### src/rtl/hvr_pkg.sv
package hvr_pkg;

  typedef enum logic [1:0] {
    DIR_IDLE = 2'd0,
    DIR_UP   = 2'd1,
    DIR_DOWN = 2'd2
  } ramp_dir_e;

  // Setpoint from target and shared fraction, clamped to the ceiling.
  function automatic longint unsigned scale_clamp(
    input longint unsigned tgt,
    input longint unsigned ceil_code,
    input longint unsigned frac,
    input int              fw
  );
    longint unsigned prod;
    prod = (tgt * frac) >> fw;
    if (prod > ceil_code) prod = ceil_code;
    return prod;
  endfunction

endpackage

### src/rtl/hvr_tick.sv
module hvr_tick #(
  parameter int TICK_DIV = 1000
) (
  input  logic clk,
  input  logic rst_n,
  output logic tick
);
  localparam int CW = (TICK_DIV > 1) ? $clog2(TICK_DIV) : 1;
  localparam logic [CW-1:0] LAST = CW'(TICK_DIV - 1);

  logic [CW-1:0] cnt;

  always_ff @(posedge clk or negedge rst_n) begin
    if (!rst_n)           cnt <= '0;
    else if (cnt == LAST) cnt <= '0;
    else                  cnt <= cnt + 1'b1;
  end

  assign tick = (cnt == LAST);
endmodule

### src/rtl/hvr_ramp_grp.sv
module hvr_ramp_grp
  import hvr_pkg::*;
#(
  parameter int FW = 12
) (
  input  logic          clk,
  input  logic          rst_n,
  input  logic          tick,
  input  logic          up,
  input  logic          down,
  input  logic          force_dn,
  input  logic [FW-1:0] rate,
  output logic [FW:0]   frac,
  output logic          busy,
  output logic          full
);
  localparam logic [FW:0] ONE = {1'b1, {FW{1'b0}}};

  ramp_dir_e       dir;
  logic [FW+1:0]   sum;
  logic            reach_top;
  logic            reach_zero;

  assign sum        = {1'b0, frac} + {2'b00, rate};
  assign reach_top  = (sum >= {1'b0, ONE});
  assign reach_zero = (frac <= {1'b0, rate});

  always_ff @(posedge clk or negedge rst_n) begin
    if (!rst_n) begin
      dir  <= DIR_IDLE;
      frac <= '0;
    end else if (force_dn || down) begin
      dir <= DIR_DOWN;
    end else if (up) begin
      dir <= DIR_UP;
    end else if (tick) begin
      unique case (dir)
        DIR_UP: begin
          if (reach_top) begin
            frac <= ONE;
            dir  <= DIR_IDLE;
          end else begin
            frac <= sum[FW:0];
          end
        end
        DIR_DOWN: begin
          if (reach_zero) begin
            frac <= '0;
            dir  <= DIR_IDLE;
          end else begin
            frac <= frac - {1'b0, rate};
          end
        end
        default: ;
      endcase
    end
  end

  assign busy = (dir != DIR_IDLE);
  assign full = (frac == ONE);
endmodule

### src/rtl/hvr_trip_det.sv
module hvr_trip_det #(
  parameter int IW = 10
) (
  input  logic          clk,
  input  logic          rst_n,
  input  logic          sample,
  input  logic [IW-1:0] cur,
  input  logic [IW-1:0] limit,
  input  logic          clr,
  output logic          trip_evt,
  output logic          tripped
);
  logic over;
  logic prev_over;

  assign over     = (cur > limit);
  assign trip_evt = sample && over && prev_over && !clr;

  always_ff @(posedge clk or negedge rst_n) begin
    if (!rst_n) begin
      prev_over <= 1'b0;
      tripped   <= 1'b0;
    end else if (clr) begin
      prev_over <= 1'b0;
      tripped   <= 1'b0;
    end else begin
      if (sample)   prev_over <= over;
      if (trip_evt) tripped   <= 1'b1;
    end
  end
endmodule

### src/rtl/hv_ramp_ctrl.sv
module hv_ramp_ctrl
  import hvr_pkg::*;
#(
  parameter int N_CH     = 4,
  parameter int N_GRP    = 2,
  parameter int VW       = 12,
  parameter int IW       = 10,
  parameter int FW       = 12,
  parameter int TICK_DIV = 1000,
  parameter int GW       = (N_GRP > 1) ? $clog2(N_GRP) : 1
) (
  input  logic               clk,
  input  logic               rst_n,
  input  logic [FW-1:0]      rate_step,
  input  logic [N_CH*VW-1:0] cfg_target,
  input  logic [N_CH*VW-1:0] cfg_nominal,
  input  logic [N_CH*IW-1:0] cfg_ilimit,
  input  logic [N_CH*GW-1:0] cfg_rgrp,
  input  logic [N_CH*GW-1:0] cfg_tgrp,
  input  logic               kill_en,
  input  logic [N_GRP-1:0]   cmd_up,
  input  logic [N_GRP-1:0]   cmd_down,
  input  logic               cmd_kill,
  input  logic               clr_trip,
  input  logic               meas_valid,
  input  logic [N_CH*IW-1:0] meas_cur,
  output logic [N_CH*VW-1:0] setpoint,
  output logic [N_CH-1:0]    ch_tripped,
  output logic [N_CH-1:0]    ch_killed,
  output logic [N_GRP-1:0]   grp_busy,
  output logic [N_GRP-1:0]   grp_full,
  output logic               locked
);
  localparam int FRW = FW + 1;

  // Named internal events, visible to the bound checker.
  logic                 tick;
  logic [N_CH-1:0]      trip_evt;
  logic [N_CH-1:0]      kill_now;
  logic [N_GRP-1:0]     force_dn;
  logic [N_GRP-1:0]     up_ok;
  logic [N_GRP*FRW-1:0] grp_frac;

  hvr_tick #(.TICK_DIV(TICK_DIV)) u_tick (
    .clk  (clk),
    .rst_n(rst_n),
    .tick (tick)
  );

  for (genvar c = 0; c < N_CH; c++) begin : g_det
    hvr_trip_det #(.IW(IW)) u_det (
      .clk     (clk),
      .rst_n   (rst_n),
      .sample  (meas_valid),
      .cur     (meas_cur[c*IW +: IW]),
      .limit   (cfg_ilimit[c*IW +: IW]),
      .clr     (clr_trip),
      .trip_evt(trip_evt[c]),
      .tripped (ch_tripped[c])
    );
  end

  // A trip kills its whole trip group; a manual kill hits every channel.
  always_comb begin
    for (int c = 0; c < N_CH; c++) begin
      kill_now[c] = cmd_kill && !clr_trip;
      for (int d = 0; d < N_CH; d++) begin
        if (kill_en && trip_evt[d] &&
            (cfg_tgrp[d*GW +: GW] == cfg_tgrp[c*GW +: GW]))
          kill_now[c] = 1'b1;
      end
    end
  end

  // Ramping groups holding a killed channel are sent down.
  always_comb begin
    for (int g = 0; g < N_GRP; g++) begin
      force_dn[g] = 1'b0;
      for (int c = 0; c < N_CH; c++) begin
        if (kill_now[c] && (int'(cfg_rgrp[c*GW +: GW]) == g))
          force_dn[g] = 1'b1;
      end
    end
  end

  always_ff @(posedge clk or negedge rst_n) begin
    if (!rst_n) begin
      ch_killed <= '0;
      locked    <= 1'b0;
    end else if (clr_trip) begin
      ch_killed <= '0;
      locked    <= 1'b0;
    end else begin
      ch_killed <= ch_killed | kill_now;
      if (|kill_now) locked <= 1'b1;
    end
  end

  assign up_ok = cmd_up & {N_GRP{!locked}};

  for (genvar g = 0; g < N_GRP; g++) begin : g_grp
    hvr_ramp_grp #(.FW(FW)) u_grp (
      .clk     (clk),
      .rst_n   (rst_n),
      .tick    (tick),
      .up      (up_ok[g]),
      .down    (cmd_down[g]),
      .force_dn(force_dn[g]),
      .rate    (rate_step),
      .frac    (grp_frac[g*FRW +: FRW]),
      .busy    (grp_busy[g]),
      .full    (grp_full[g])
    );
  end

  always_comb begin
    for (int c = 0; c < N_CH; c++) begin
      logic [FRW-1:0] f;
      f = grp_frac[int'(cfg_rgrp[c*GW +: GW])*FRW +: FRW];
      if (ch_killed[c])
        setpoint[c*VW +: VW] = '0;
      else
        setpoint[c*VW +: VW] = VW'(scale_clamp(
          longint'(cfg_target[c*VW +: VW]),
          longint'(cfg_nominal[c*VW +: VW]),
          longint'(f), FW));
    end
  end
endmodule

### config.mk
export PLATFORM = sky130hd
export DESIGN_NAME = hv_ramp_ctrl
export DESIGN_NICKNAME = d
export VERILOG_FILES = /design/src/rtl/hvr_pkg.sv /design/src/rtl/hvr_tick.sv /design/src/rtl/hvr_ramp_grp.sv /design/src/rtl/hvr_trip_det.sv /design/src/rtl/hv_ramp_ctrl.sv
export SDC_FILE = /design/constraint.sdc
export NUM_CORES = 2
export LEC_CHECK = 0
export BUFFER_PORTS_ARGS = -buffer_cell sky130_fd_sc_hd__buf_2
export CAP_MARGIN = 20
export CORE_ASPECT_RATIO = 0.6
export CORE_MARGIN = 2
export CORE_UTILIZATION = 35
export CTS_CLUSTER_DIAMETER = 60
export DETAILED_ROUTE_END_ITERATION = 12
export PLACE_DENSITY = 0.53
export SKIP_CTS_REPAIR_TIMING = 1
export SLEW_MARGIN = 25
export SYNTH_ARGS = -nofsm -noshare
export SYNTH_HDL_FRONTEND = slang
export SYNTH_SLANG_ARGS = --single-unit
### constraint.sdc
create_clock -name clk -period 18.05 [get_ports clk]
set_input_delay 0 -clock clk [delete_from_list [all_inputs] [get_ports clk]]
set_output_delay 0 -clock clk [all_outputs]
set_load 0.01 [all_outputs]
==> flow_summary.toml <==
[power_and_ir_drop]
vdd_drop_max_mv = 0.0330
cellPowerDensity_mw_per_mm2 = 22.0
leakage_nw = 16.2

[critical_path]
critical_path.most_common_cell = "fa_1"
critPathArrivalTime_ns = 9.11
setup.worst_path.start_class = "flip-flop"
cp_data_required_time_ns = 18.05
critPathMaxStageDelay_ns = 0.78
worst-setup-path-type = "reg2out"
ff2ff_path_depth = 10
critical_path.slowest_cell = "nor4_1"
largest_fanout_on_the_critical_path = 13
worst_setup_path_end_kind = "output pin"

[floorplan]
row_count = 79
coreArea_mm2 = 0.0780
floorplan.die.width_um = 367
top_level_ports = 267
initial_utilization_pct = 35.6
die_footprint_mm2 = 0.0816
dieHeight_um = 222

[cells_and_area]
mostFrequentLayoutCells = "717 x inv_1, 499 x nand2_1, 440 x fa_1"
fin_nets = 4548
area.sequential_mm2 = 0.00133
fillerInstances = 8141
total_area_of_multi_input_combinational_cells_mm2 = 0.0231
area_growth_pct = 8.27
fraction_of_layout_cells_with_a_size_suffix_above_1_pct = 10.1
finish.instance_area_mm2 = 0.0300
final_cell_count_no_fill = 4583
layout_commonest_cell = "inv_1"
finish.utilization_pct = 38.5

[sta]
sum_neg_setup_slack_ns = 0
final-setup-viol-count = 0
drv_slew = 0
relSlewSlack_pct = 30.2
rsz_0062_raised_after_global_routing = "false"
final_count_of_hold_timing_violations = 0
fmax_mhz = 110
setup_ws_ns = 8.94
fin_worst_skew_ns = 0.00847
final_period_minus_worst_setup_slack_ns = 9.11
worst_slew_pin_slew_ns = 1.04
layout_worst_path_cycle_share_pct = 50.5

[synth]
synth_flop_cell = "dfrtp_1"
async_flop_share_pct = 100
synthesis.nets = 4416
ys_seq_area_share_pct = 4.78
synth_largest_area_cell = "fa_1"
synth_edf_count = 0
synthesis.area_mm2 = 0.0277
total_of_warnings_raised_by_yosys = 0
synth_cell_types = 81
yosys.area.top_type_share_pct = 31.8
yosys_register_bits = 53
avgSynthCellArea_um2 = 8.18
netlist_top_cells_area = "fa_1 32%, ha_1 17%, inv_1 9.7%"
gate_count_of_the_mapped_netlist = 3391

[placed_design]
dp_area_mm2 = 0.0299
place_hpwl_mm = 66.9
placedCellCount = 4568
globalplace.congestion = 0.910
dpl_worst_slack_ns = 9.32
io_buffers = 266

[clock_tree]
tritoncts_clock_tree = "done"
clock_latency_ns = 0.32
cts.root.buffer_cell = "clkbuf_16"
h-tree-depth = 2
cts.sinks = 53
cts.reportedPaths.clkPinSlew_ns = 0.08
cts.path.max_buffers = 2
cts_buffers = 5

[route]
first_iter_violations = 1566
vias = 22643
avgViaCountPerCell = 4.94
antenna_violating_nets_post_route = 0
wl_per_cell_um = 17.4
wl_mm = 79.7
drcViolationCount = 0
detailedRoute.firstPassIterationCount = 5

[global_routing]
first_global_vias = 22697
maximum_number_of_pins_on_one_net_before_global_route_repair = 54
antenna_found_initial = 9
grt_util_all_layers_pct = 19.7
global_route_wire_length_before_repair_mm = 130
grt_overflow_total = 0

[status]
run_status = "complete, no violations"

[min_path]
hold_path_class = "in2reg"
number_of_cells_traversed_by_the_worst_hold_path = 3

[flow_run]
drv_cap = 0
==> state kept, by name, summed over array words and instances (netlist names) <==
| name | cells |
|---|---|
| ch_killed | 4 |
| g_grp.u_grp.frac | 26 |
| g_det.u_det.tripped | 4 |
| g_det.u_det.prev_over | 4 |
| u_tick.cnt | 10 |
| locked | 1 |
| g_grp.u_grp.dir | 4 |
==> critical path: cells and delay by family (launching register included) <==
family	cells	cell delay, ns
buffers and inverters	5	0.61
AO/OA/AOI/OAI	7	1.33
flip-flops	1	0.68
adder cells (fa/ha/maj)	7	3.18
multiplexers	1	0.44
AND/OR/NAND/NOR	8	2.53
==> Yosys cell counts, types with 6 or more instances <==
cell type,instances
a31oi_1,21
and3_1,16
nand2_1,499
xnor2_1,55
nor4_1,9
fa_1,440
nor3_1,29
buf_4,10
a221oi_1,11
o21a_1,22
a211oi_1,19
nor2b_1,15
mux2i_1,20
inv_1,717
or4b_1,7
o211ai_1,23
o21ai_1,20
dfrtp_1,53
o31ai_1,24
o2111ai_1,9
o21bai_1,17
ha_1,379
o211a_1,6
a21o_1,37
a22oi_1,9
nor2_1,105
nand2b_1,13
o21ai_0,59
a21oi_1,119
mux2_2,49
buf_2,6
o221a_2,6
xor2_1,25
clkbuf_1,135
nand4_1,20
nand3_1,48
and4_1,7
and2_1,232
or3_1,13
==> cells by family after synthesis <==
logic type | count (synthesis) | synth area share, %
buf+inv | 871 | 12.0
fa+ha+maj | 819 | 48.9
xor+xnor | 80 | 2.53
mux | 74 | 2.91
flops | 53 | 4.78
simple gates | 1041 | 18.0
compound gates | 453 | 10.9
==> final cells by class <==
type | instances | area share (%)
diodes | 6 | 0.0500
multi-input cells | 2467 | 77.0
clock buffers | 7 | 0.442
well taps | 1053 | 4.39
repair buffers | 278 | 4.74
flip-flops and latches | 53 | 4.42
clock inverters | 1 | 0.0250
inverters | 718 | 8.98
==> worst paths after layout <==
kind | startpoint | slack [ns] | endpoint
hold reg to reg | u_tick.cnt[9] | 0.49 | u_tick.cnt[9]
setup reg to reg | g_grp[0].u_grp.frac[0] | 14.15 | g_grp[0].u_grp.frac[8]
min in group asynchronous | rst_n | 0.39 | g_det[2].u_det.prev_over
setup / recovery | g_grp[0].u_grp.frac[12] | 8.94 | setpoint[42]
max in group asynchronous | rst_n | 17.13 | g_grp[0].u_grp.frac[0]
hold / removal | cmd_up[0] | 0.04 | g_grp[0].u_grp.dir[0]
==> where the power goes <==
| part | total, mW | internal (mW) | switching, mW | leakage (nW) |
|---|---|---|---|---|
| clock | 0.105 | 0.0520 | 0.0525 | 0.0642 |
| sequential | 0.125 | 0.121 | 0.00409 | 0.693 |
| combinational | 0.432 | 0.173 | 0.259 | 15.4 |
==> metrics by stage <==
step | total power [mW] | hold slack (ns)
floorplan | 0.414 | -0.296
global placement | 0.558 | 0.214
detailed placement | 0.555 | 0.215
CTS | 0.664 | -0.126
global route | 0.725 | 0.0621
finish | 0.662 | 0.0365
==> routing by layer <==
metal / vias up / part of all wire [%] / GRT usage [%]
met2: 603 / 38 / 26.4
li1: 10950 / - / -
met1: 11051 / 54 / 33.0
met4: 4 / 0.67 / 1.90
met3: 35 / 6.8 / 3.17
met5: - / 0.026 / 0
(Power assumes the default switching activity.)
